File: config.mk
export PLATFORM = sky130hd
export DESIGN_NAME = dual_edge_reg
export DESIGN_NICKNAME = d
export VERILOG_FILES = /design/src/rtl/dual_edge_pkg.sv /design/src/rtl/dual_edge_bank.sv /design/src/rtl/dual_edge_merge.sv /design/src/rtl/dual_edge_reg.sv
export SDC_FILE = /design/constraint.sdc
export NUM_CORES = 1
export LEC_CHECK = 0
export ABC_AREA = 1
export ABC_CLOCK_PERIOD_IN_PS = 800
export BUFFER_PORTS_ARGS = -buffer_cell sky130_fd_sc_hd__buf_2
export CAP_MARGIN = 20
export CORE_MARGIN = 5
export CORE_UTILIZATION = 25
export CTS_CLUSTER_DIAMETER = 50
export DETAILED_ROUTE_END_ITERATION = 8
export GPL_ROUTABILITY_DRIVEN = 1
export SKIP_LAST_GASP = 1
export SLEW_MARGIN = 0
export SYNTH_ARGS = -nofsm -noshare
export SYNTH_HDL_FRONTEND = slang
export SYNTH_SLANG_ARGS = --single-unit
File: constraint.sdc
create_clock -name clk -period 0.8 [get_ports clk]
set_clock_uncertainty 0.05 [all_clocks]
set_input_delay 0.12 -clock clk [delete_from_list [all_inputs] [get_ports clk]]
set_output_delay 0.12 -clock clk [all_outputs]
set_load 0.02 [all_outputs]
File: src/rtl/dual_edge_pkg.sv
package dual_edge_pkg;

    // Selects which clock edge a storage bank triggers on.
    typedef enum logic {
        EDGE_RISE = 1'b0,
        EDGE_FALL = 1'b1
    } edge_pol_e;

endpackage

File: src/rtl/dual_edge_bank.sv
module dual_edge_bank
    import dual_edge_pkg::*;
#(
    parameter int        WIDTH = 8,
    parameter edge_pol_e POL   = EDGE_RISE
) (
    input  logic             clk,
    input  logic             rst,
    input  logic             en,
    input  logic [WIDTH-1:0] d,
    input  logic [WIDTH-1:0] merged,
    input  logic [WIDTH-1:0] partner,
    output logic [WIDTH-1:0] bank
);

    logic [WIDTH-1:0] target;
    logic [WIDTH-1:0] next_bank;

    // The word the output should show after this edge; the bank holds
    // whatever makes the XOR with the partner bank equal to it.
    assign target    = en ? d : merged;
    assign next_bank = target ^ partner;

    generate
        if (POL == EDGE_RISE) begin : g_rise
            always_ff @(posedge clk or posedge rst) begin
                if (rst) bank <= '0;
                else     bank <= next_bank;
            end

            assert_hold_R4: assert property (@(posedge clk) disable iff (rst)
                !en |=> $stable(bank));
            assert_reset_R5: assert property (@(negedge clk)
                rst |-> (bank == '0));
        end else begin : g_fall
            always_ff @(negedge clk or posedge rst) begin
                if (rst) bank <= '0;
                else     bank <= next_bank;
            end

            assert_hold_R4: assert property (@(negedge clk) disable iff (rst)
                !en |=> $stable(bank));
            assert_reset_R5: assert property (@(posedge clk)
                rst |-> (bank == '0));
        end
    endgenerate

endmodule

File: src/rtl/dual_edge_merge.sv
module dual_edge_merge #(
    parameter int WIDTH = 8
) (
    input  logic [WIDTH-1:0] rise_bank,
    input  logic [WIDTH-1:0] fall_bank,
    output logic [WIDTH-1:0] merged
);

    assign merged = rise_bank ^ fall_bank;

endmodule

File: src/rtl/dual_edge_reg.sv
module dual_edge_reg
    import dual_edge_pkg::*;
#(
    parameter int WIDTH = 8
) (
    input  logic             clk,
    input  logic             rst,
    input  logic             en,
    input  logic [WIDTH-1:0] d,
    output logic [WIDTH-1:0] q
);

    logic [WIDTH-1:0] rise_bank;
    logic [WIDTH-1:0] fall_bank;
    logic [WIDTH-1:0] merged;

    dual_edge_bank #(.WIDTH(WIDTH), .POL(EDGE_RISE)) u_rise (
        .clk(clk), .rst(rst), .en(en), .d(d),
        .merged(merged), .partner(fall_bank), .bank(rise_bank)
    );

    dual_edge_bank #(.WIDTH(WIDTH), .POL(EDGE_FALL)) u_fall (
        .clk(clk), .rst(rst), .en(en), .d(d),
        .merged(merged), .partner(rise_bank), .bank(fall_bank)
    );

    dual_edge_merge #(.WIDTH(WIDTH)) u_merge (
        .rise_bank(rise_bank), .fall_bank(fall_bank), .merged(merged)
    );

    assign q = merged;

    // Shadow copies of the stimulus seen at each edge, used only to check
    // that the output presented half a period later matches it.
    logic             rise_en_seen, fall_en_seen;
    logic [WIDTH-1:0] rise_d_seen,  fall_d_seen;

    always_ff @(posedge clk or posedge rst) begin
        if (rst) begin
            rise_en_seen <= 1'b0;
            rise_d_seen  <= '0;
        end else begin
            rise_en_seen <= en;
            rise_d_seen  <= d;
        end
    end

    always_ff @(negedge clk or posedge rst) begin
        if (rst) begin
            fall_en_seen <= 1'b0;
            fall_d_seen  <= '0;
        end else begin
            fall_en_seen <= en;
            fall_d_seen  <= d;
        end
    end

    assert_rise_load_R1: assert property (@(negedge clk) disable iff (rst)
        rise_en_seen |-> (q == rise_d_seen));
    assert_fall_load_R2: assert property (@(posedge clk) disable iff (rst)
        fall_en_seen |-> (q == fall_d_seen));

endmodule

==> flow_summary.yaml <==
run_status:
  status: "finished with violations"
  violations: "negative setup slack"
clock_tree:
  numCtsBuffers: 3
  cts_tree: "yes"
  cts_sinks: 16
  path_clk_slew_ns: 0.04
  cts_root_buf: "clkbuf_8"
  cts.htree.levels: 1
  cts_buffer_depth: 2
  clk_latency_ns: 0.26
die:
  row_count: 22
  die_w_microns: 72.2
  die_area_sq_mm: 0.00522
  die_h_microns: 72.2
  ios: 19
  initial_core_util_pct: 26.1
  core_sq_mm: 0.00372
setup_path:
  cp_max_fo: 2
  slowest_stage: "dfrtn_1"
  crit_chain: "xor2_2 -> buf_4"
  required_ns: 0.63
  timing.critical_path.buf_inv: 1
  critPathTopFamily: "flip-flops"
  crit_arrival_ns: 1.42
  cp-start-kind: "flop"
  critical_path_class: "reg -> out"
  cp-end-kind: "output port"
  max_stage_delay_ns: 0.47
power_and_ir_drop:
  switching_share_pct: 38.0
  p_sw_uw: 2750
  irDropWorstVdd_v: 0.00177
  leakagePower_uw: 0.000844
  p_per_area_mw_per_mm2: 4410
  p_int_uw: 4480
  seq_power_share_pct: 23.7
  power_frac_clock_pct: 9.5
  p_comb_share_pct: 66.8
synth:
  ys_seq_area_share_pct: 41.3
  ys_warn_count: 0
  yosysTopAreaCellShare_pct: 24.8
  synth_top_cell_by_area: "o211ai_1"
  synth.top_cells.by_count: "nand2_1, o211ai_1, inv_1"
  async_flop_share_pct: 100
  ys_types: 8
  synth_cells: 118
  post_synth_main_area_contributors: "o211ai_1, dfrtn_1, dfrtp_1"
  synth-seq-cells: 16
  syn_avg_cell_area_sq_um: 8.21
  synth_nets: 129
  synth_edf_count: 0
  synth_flop_cell: "dfrtp_1"
  syn_area_sq_um: 968
routing:
  num_vias: 999
  antenna_left: 0
  route.detailed.drc: 0
  wire_per_inst_microns: 11.2
  drtPass1Iterations: 4
  vias_per_cell: 4.48
  wirelength_microns: 2510
  drt_iter0_markers: 13
grt:
  grt_pass1_vias: 1047
  grt_pass1_wl_microns: 4300
  grt_antenna_before_repair: 0
  grt_max_degree: 25
  grtUsageTotal_pct: 10.2
  gr-total-overflow: 0
placed_design:
  place.gp.congestion: 0.655
  numPortBuffers: 18
  place_hpwl_microns: 1780
sta:
  setup_viol: 24
  rsz0062_at_grt: "yes"
  tns_ns: -14.18
  slew-limit-headroom_pct: 70.8
  hold_viol: 0
  slew_violations: 0
  worst_slew_pin_slew_ns: 0.437
  setup_slack_ns: -0.792
cells_and_area:
  post-route-util_pct: 44.1
  drive_above_1_share_pct: 40.6
  antenna_cells: 0
  syn2layout_area_growth_pct: 69.3
  final_nets: 187
min_path:
  min_path_type: "in -> async"
run:
  max-cap-violations: 0
-- cells in the final DEF, fill, tap and decap left out --
| master | netlist | layout |
|---|---|---|
| buf_12 | 0 | 3 |
| buf_4 | 0 | 21 |
| dfrtp_1 | 8 | 8 |
| buf_2 | 2 | 10 |
| clkbuf_8 | 0 | 4 |
| o211ai_1 | 32 | 32 |
| inv_2 | 0 | 2 |
| dlymetal6s4s_1 | 0 | 1 |
| nand2_1 | 32 | 32 |
| inv_1 | 25 | 23 |
| dfrtn_1 | 8 | 8 |
| buf_6 | 3 | 23 |
| xor2_2 | 0 | 8 |
-- flip-flops by register name, summed over array words and instances, names as in the netlist --
name,count
u_rise.bank,8
u_fall.bank,8
-- cells by family after synthesis --
family	Yosys count	share of synthesized area [%]
xor+xnor	8	7.24
compound gates	32	24.8
flops	16	41.3
buf+inv	30	14.2
simple gates	32	12.4
-- repair_timing --
item | in CTS | in global routing
pin swaps | 21 | 11
setup buffers | 12 | 8
resized for setup | 20 | 19
setup endpoints to repair | 24 | 32
hold endpoints to repair | 8 | 0
hold buffers | 1 | 0
gates cloned | 0 | 0
-- layout make-up --
class / count / area (sq um)
fill: 358 / 2080
timing repair buffer: 58 / 539
multi-input combinational: 72 / 490
sequential: 16 / 400
inverter: 25 / 93.8
tap: 48 / 60.1
clock buffer: 4 / 55.1
-- power groups by stage --
| stage | clock (uW) | combinational (uW) | sequential [uW] |
|---|---|---|---|
| 2_1_floorplan | 0 | 1710 | 1870 |
| 3_3_place_gp | 0 | 3270 | 1670 |
| 3_5_place_dp | 0 | 3430 | 1720 |
| 4_1_cts | 723 | 4420 | 1690 |
| 5_1_grt | 769 | 5220 | 1760 |
| 6_report | 690 | 4830 | 1710 |
-- tightest hold or removal path, cell delays in order --
cell and delay [ns]:
buf_2 0.10, inv_1 0.08, buf_12 0.13
-- path summary, 6_finish.rpt --
| check | from | to | slack (ns) | depth (start not counted) |
|---|---|---|---|---|
| setup / recovery | u_fall.bank[7]$_DFF_NP0_ | q[7] | -0.79 | 2 |
| hold / removal | rst | u_fall.bank[1]$_DFF_NP0_ | 0.08 | 3 |
| setup reg to reg | u_fall.bank[2]$_DFF_NP0_ | u_rise.bank[2]$_DFF_PP0_ | -0.79 | 6 |
| hold reg to reg | u_rise.bank[6]$_DFF_PP0_ | u_rise.bank[6]$_DFF_PP0_ | 0.63 | 3 |
| max in group asynchronous | rst | u_rise.bank[3]$_DFF_PP0_ | 0.24 | 4 |
| min in group clk | d[4] | u_rise.bank[4]$_DFF_PP0_ | 0.15 | 4 |
-- routing by layer --
layer  global-route usage (%)  vias up  wire length (microns)  share of wire [%]
met2                     18.8       14                   1310                 52
met4                     6.05        0                     49                2.0
met1                     10.9      481                   1090                 43
met5                        0        -                      0                  0
met3                     1.39        4                     63                2.5
li1                         -      500                      -                  -
-- per-stage QoR --
stage          std cells  instance area (sq um)  total power, uW  worst slack, ns  hold slack (ns)
2_1_floorplan        118                   1030             3580           -0.509          -0.0164
3_3_place_gp         203                   1350             4940           -0.545           0.0840
3_5_place_dp         203                   1350             5150           -0.555           0.0895
4_1_cts              220                   1570             6830           -0.802           0.0838
5_1_grt              223                   1640             7750           -0.851           0.0863
6_report             223                   1640             7230           -0.792           0.0833
(Power assumes the default switching activity.)
